<file path="src/rtl/strip_seq.sv">
module strip_seq #(
  parameter int N_CHIPS     = 12,
  parameter int CH_PER_CHIP = 128,
  parameter int DLYW        = 4,
  parameter int TOK_GAP     = 2,
  parameter int FC_LEN      = 2,
  parameter int REJW        = 16
) (
  input  logic                                      clk,
  input  logic                                      rst_n,
  input  logic                                      trig_i,
  input  logic                                      fclr_req_i,
  input  logic                                      test_req_i,
  input  logic [DLYW-1:0]                           hold_dly_i,
  input  logic [N_CHIPS-1:0]                        skip_i,
  output logic                                      busy_o,
  output logic                                      fe_hold_o,
  output logic                                      fe_clk_o,
  output logic                                      fe_token_o,
  output logic                                      fe_fclr_o,
  output logic                                      fe_test_o,
  output logic                                      smp_valid_o,
  output logic [$clog2(N_CHIPS*CH_PER_CHIP)-1:0]    strip_o,
  output logic [REJW-1:0]                           rej_cnt_o
);
  localparam int SW  = $clog2(N_CHIPS*CH_PER_CHIP);
  localparam int CIW = $clog2(N_CHIPS+1);
  localparam int CHW = (CH_PER_CHIP > 1) ? $clog2(CH_PER_CHIP) : 1;
  localparam int CW  = DLYW + 3;

  typedef enum logic [2:0] {S_IDLE, S_WAIT, S_ARM, S_SHIFT, S_CLEAR} st_t;

  st_t               st;
  logic [CW-1:0]     cnt;
  logic [DLYW-1:0]   dly_q;
  logic [N_CHIPS-1:0] skip_q;
  logic [CIW-1:0]    chip_q;
  logic [CHW-1:0]    ch_q;
  logic [SW-1:0]     strip_q;
  logic              first_q;
  logic [REJW-1:0]   rej_q;
  int                nxt_first, nxt_after;

  function automatic int next_live(input logic [N_CHIPS-1:0] m, input int from);
    int r;
    r = N_CHIPS;
    for (int i = N_CHIPS-1; i >= 0; i--)
      if (i >= from && !m[i]) r = i;
    return r;
  endfunction

  always_comb begin
    nxt_first = next_live(skip_q, 0);
    nxt_after = next_live(skip_q, int'(chip_q) + 1);
  end

  always_ff @(posedge clk) begin
    if (!rst_n) begin
      st      <= S_IDLE;
      cnt     <= '0;
      dly_q   <= '0;
      skip_q  <= '0;
      chip_q  <= '0;
      ch_q    <= '0;
      strip_q <= '0;
      first_q <= 1'b0;
      rej_q   <= '0;
    end else begin
      if (trig_i && st != S_IDLE) rej_q <= rej_q + REJW'(1);
      case (st)
        S_IDLE: if (trig_i) begin
          st     <= S_WAIT;
          cnt    <= CW'(1);
          dly_q  <= hold_dly_i;
          skip_q <= skip_i;
        end
        S_WAIT: if (cnt >= CW'(dly_q)) begin
          st  <= S_ARM;
          cnt <= CW'(1);
        end else cnt <= cnt + CW'(1);
        S_ARM: if (fclr_req_i) begin
          st  <= S_CLEAR;
          cnt <= CW'(1);
        end else if (cnt >= CW'(TOK_GAP)) begin
          if (nxt_first < N_CHIPS) begin
            st      <= S_SHIFT;
            chip_q  <= CIW'(nxt_first);
            ch_q    <= '0;
            strip_q <= SW'(nxt_first * CH_PER_CHIP);
            first_q <= 1'b1;
          end else st <= S_IDLE;
        end else cnt <= cnt + CW'(1);
        S_SHIFT: begin
          first_q <= 1'b0;
          if (ch_q == CHW'(CH_PER_CHIP-1)) begin
            if (nxt_after < N_CHIPS) begin
              chip_q  <= CIW'(nxt_after);
              ch_q    <= '0;
              strip_q <= SW'(nxt_after * CH_PER_CHIP);
            end else st <= S_IDLE;
          end else begin
            ch_q    <= ch_q + CHW'(1);
            strip_q <= strip_q + SW'(1);
          end
        end
        S_CLEAR: if (cnt >= CW'(FC_LEN)) st <= S_IDLE;
                 else cnt <= cnt + CW'(1);
        default: st <= S_IDLE;
      endcase
    end
  end

  assign busy_o      = (st != S_IDLE);
  assign fe_hold_o   = (st == S_ARM) || (st == S_SHIFT);
  assign smp_valid_o = (st == S_SHIFT);
  assign fe_clk_o    = smp_valid_o;
  assign fe_token_o  = smp_valid_o && first_q;
  assign fe_fclr_o   = (st == S_CLEAR);
  assign fe_test_o   = (st == S_IDLE) && test_req_i;
  assign strip_o     = strip_q;
  assign rej_cnt_o   = rej_q;


  rej_count_chk: assert property (@(posedge clk) disable iff (!rst_n)
    (trig_i && busy_o) |=> rej_cnt_o == $past(rej_cnt_o) + REJW'(1));

  busy_end_chk: assert property (@(posedge clk) disable iff (!rst_n)
    $fell(busy_o) |-> ($past(smp_valid_o) || $past(fe_fclr_o) || $past(fe_hold_o)));

  strip_order_chk: assert property (@(posedge clk) disable iff (!rst_n)
    (smp_valid_o && $past(smp_valid_o)) |-> strip_o > $past(strip_o));

  hold_cover_chk: assert property (@(posedge clk) disable iff (!rst_n)
    smp_valid_o |-> (fe_hold_o && busy_o));

  fclr_nohold_chk: assert property (@(posedge clk) disable iff (!rst_n)
    fe_fclr_o |-> (!fe_hold_o && busy_o));

  token_first_chk: assert property (@(posedge clk) disable iff (!rst_n)
    fe_token_o |-> !$past(smp_valid_o));
endmodule

</file>
<file path="config.mk">
export PLATFORM = sky130hd
export DESIGN_NAME = strip_seq
export DESIGN_NICKNAME = d
export VERILOG_FILES = /design/src/rtl/strip_seq.sv
export SDC_FILE = /design/constraint.sdc
export NUM_CORES = 1
export LEC_CHECK = 0
export BUFFER_PORTS_ARGS = -buffer_cell sky130_fd_sc_hd__buf_2
export CORE_UTILIZATION = 50
export DETAILED_ROUTE_END_ITERATION = 12
export PLACE_DENSITY = 0.71
export SLEW_MARGIN = 5
export SYNTH_ARGS = -nofsm -noshare
export SYNTH_HDL_FRONTEND = slang
export SYNTH_SLANG_ARGS = --single-unit
</file>
<file path="constraint.sdc">
create_clock -name clk -period 4.1 [get_ports clk]
set_clock_uncertainty 0.2 [all_clocks]
set_input_delay 1.23 -clock clk [delete_from_list [all_inputs] [get_ports clk]]
set_output_delay 1.23 -clock clk [all_outputs]
set_load 0.01 [all_outputs]
</file>
==> impl_metrics.tcl <==
set metrics [dict create \
    cts_hold_buf 0 \
    drt-pass1-iter-count 5 \
    period_share_pct 86.9 \
    outcome "complete, no violations" \
    syn_avg_cell_area_sq_um 7.74 \
    tns_ps 0 \
    grt_max_degree 28 \
    diodes 0 \
    fin_util_pct 58.6 \
    grt_util_all_layers_pct 23.7 \
    synth_xor_area_share_pct 5.39 \
    synth_top_area_share_pct 34.8 \
    synth_edf_count 0 \
    final_cells 628 \
    numClockSinks 65 \
    wl_per_cell_um 14.2 \
    drt-initial-drc-count 227 \
    htreeDepth 3 \
    syn_nets 516 \
    power_density_nw_per_um2 468 \
    drv_cap 0 \
    nets 557 \
    dp_worst_setup_slack_ps 594 \
    grt_pass1_wl_mm 14.4 \
    cts_setup_buffers 0 \
    die_h_um 88.5 \
    core_sq_um 7250 \
    yosys_warnings 0 \
    top_layer "met4" \
    critPathArrivalTime_ps 3660 \
    via_per_inst 5.63 \
    final_layout_size_suffix_gt1_share_pct 15.7 \
    num_io_pins 55 \
    cts_root_buffer "clkbuf_8" \
    crit_path_start_kind "flip-flop" \
    clkPwrFrac_pct 31.5 \
    post-route-min-period_ps 3560 \
    slowest_stage "or4b_1" \
    grt_pass1_vias 3046 \
    synth_common_cells "dfxtp_1 (65), nand2_1 (62), nor2_1 (45)" \
    cp-end-kind "flip-flop" \
    ys_seq_elements 65 \
    synth.distinct_cells 66 \
    setup_ws_ps 539 \
    hpwl_mm 6.51 \
    netlist_top_cells_area "dfxtp_1 (35%), nand2_1 (6.2%), a21oi_1 (5.9%)" \
    wl_met3_um 377 \
    slew_headroom_pct 61.5 \
    grt-ovfl-total 0 \
    ys.flop_type "dfxtp_1" \
    die_w_um 88.5 \
    wl_mm 8.91 \
    routabilityCongestion 0.898 \
    ant_nets 0 \
    io_buffer_count 54 \
    yosys.cell_count.top_type "dfxtp_1" \
    async_reset_ff_share_pct 0 \
    cpPeakStageDelay_ps 630 \
    fp.dieArea_sq_um 7830 \
    pwr-share-seq_pct 39.9 \
    min_path_type "reg -> reg" \
    final_hold_viol_count 0 \
    synth_adder_area_share_pct 4.02 \
    p_comb_share_pct 28.6 \
    syn-cell-area_sq_um 3740 \
    report.final.slew_viol_count 0 \
    rsz0062_at_grt "no" \
    cts_tree "yes" \
    route.detailed.drc 0 \
    p_sw_uw 709 \
    netSwitchingFraction_pct 35.7 \
    clock_tree.buffer_depth 2 \
    critPathMaxFanout 14 \
    start_util_pct 51.5 \
    synth_top_family_by_area "simple AND/OR/NAND/NOR gates" \
    synth_compound_area_share_pct 23.1 \
    setup_viol 0 \
    clock_latency_ps 350 \
    synth_top_cell_by_area "dfxtp_1" \
    dp_cells 612 \
    crit_required_ps 4190 \
    clk_pin_slew_worst_paths_ps 80 \
    total_leakage_power_uw 0.00175 \
    met2_wirelength_mm 4.11 \
    path_cells "ha_1 -> nand2b_1 -> mux2i_1 -> o31ai_2 -> or4b_1 -> o311a_4 -> nand2b_4 -> o21ba_2" \
    fmax_ghz 0.281 \
    crit_type "reg -> reg" \
    yosys.area_share.simple_pct 25.7 \
    ys_seq_area_share_pct 34.8 \
    peakVddDrop_uv 326 \
    num_vias 3538 \
    tightest_slew_ps 570 \
    cts_buffers 9 \
    synth_mux_area_share_pct 1.41 \
    internal-power_uw 1280 \
    wl_met1_mm 4.31 \
    rows 31 \
    area_delta_synth_final_pct 13.8 \
    antenna_found_initial 0 \
    cts_resized 0 \
    syn-instance-count 483 \
]
stage by stage:
step	power [uW]	hold WS (ps)	cell area, sq um
floorplan	1220	210	3740
CTS	1990	244	4250
detailed placement	1370	230	4030
global route	2110	264	4250
global placement	1360	221	4030
finish	1990	242	4250
flip-flops by register name, indices dropped and copies added (netlist names):
signal / flops
skip_q: 12
dly_q: 4
first_q: 1
strip_o: 11
chip_q: 4
rej_cnt_o: 16
ch_q: 7
st: 3
cnt: 7
worst max-delay path, delay by kind of cell, from the launching register on:
family	cells	cell delay, ps
adder cells (fa/ha/maj)	1	490
AND/OR/NAND/NOR	3	1040
multiplexers	1	140
flip-flops	1	540
AO/OA/AOI/OAI	3	1090
power by group through the flow:
stage / clock network (uW) / logic [uW] / registers [uW]
2_1_floorplan: 0 / 458 / 762
5_1_grt: 666 / 638 / 805
4_1_cts: 635 / 563 / 791
3_3_place_gp: 0 / 552 / 803
3_5_place_dp: 0 / 560 / 806
6_report: 626 / 569 / 793
final cells by class:
| class | count | area, sq um |
|---|---|---|
| inverters | 23 | 86.3 |
| clock inverters | 5 | 86.3 |
| multi-input cells | 369 | 2230 |
| fillers | 698 | 3000 |
| well taps | 99 | 124 |
| flip-flops and latches | 65 | 1300 |
| clock buffers | 11 | 141 |
| repair buffers | 56 | 285 |
per-layer routing:
layer | up-vias | GRT usage, %
met5 | - | 0
met4 | 0 | 8.80
met3 | 9 | 4.20
met2 | 84 | 36.7
met1 | 1643 | 32.9
li1 | 1802 | -
kinds of logic after synthesis:
| family | Yosys count |
|---|---|
| compound gates | 133 |
| xor+xnor | 23 |
| fa+ha+maj | 12 |
| buf+inv | 49 |
| flops | 65 |
| mux | 5 |
| simple gates | 196 |
worst paths after layout:
check             from          to  slack (ps)  cells after the start
min             cnt[5]      cnt[5]         240                      2
max reg2reg  chip_q[0]  strip_o[2]         540                      8
min reg2reg     cnt[5]      cnt[5]         240                      2
max          chip_q[0]  strip_o[2]         540                      8
cell usage in the layout, fill, tap and decap left out, types with 3 or more instances in the layout:
master and count:
inv_1 22, nor2_1 45, dfxtp_1 65, a211oi_1 7
mux2i_1 3, nor2b_1 3, a21oi_1 44, a21boi_0 3
ha_1 12, nor3_1 15, o21ai_0 28, nand3_1 17
or3_1 3, clkbuf_8 10, xnor2_1 7, xor2_1 16
a21o_1 5, o211ai_1 6, and3_1 8, a31oi_1 10
and4_1 5, nand4_1 5, nand2_1 62, buf_2 54
nor4_1 5, and2_1 8, o21ba_1 3, nand2b_1 6
No activity file was read; power rests on OpenSTA's default activity.
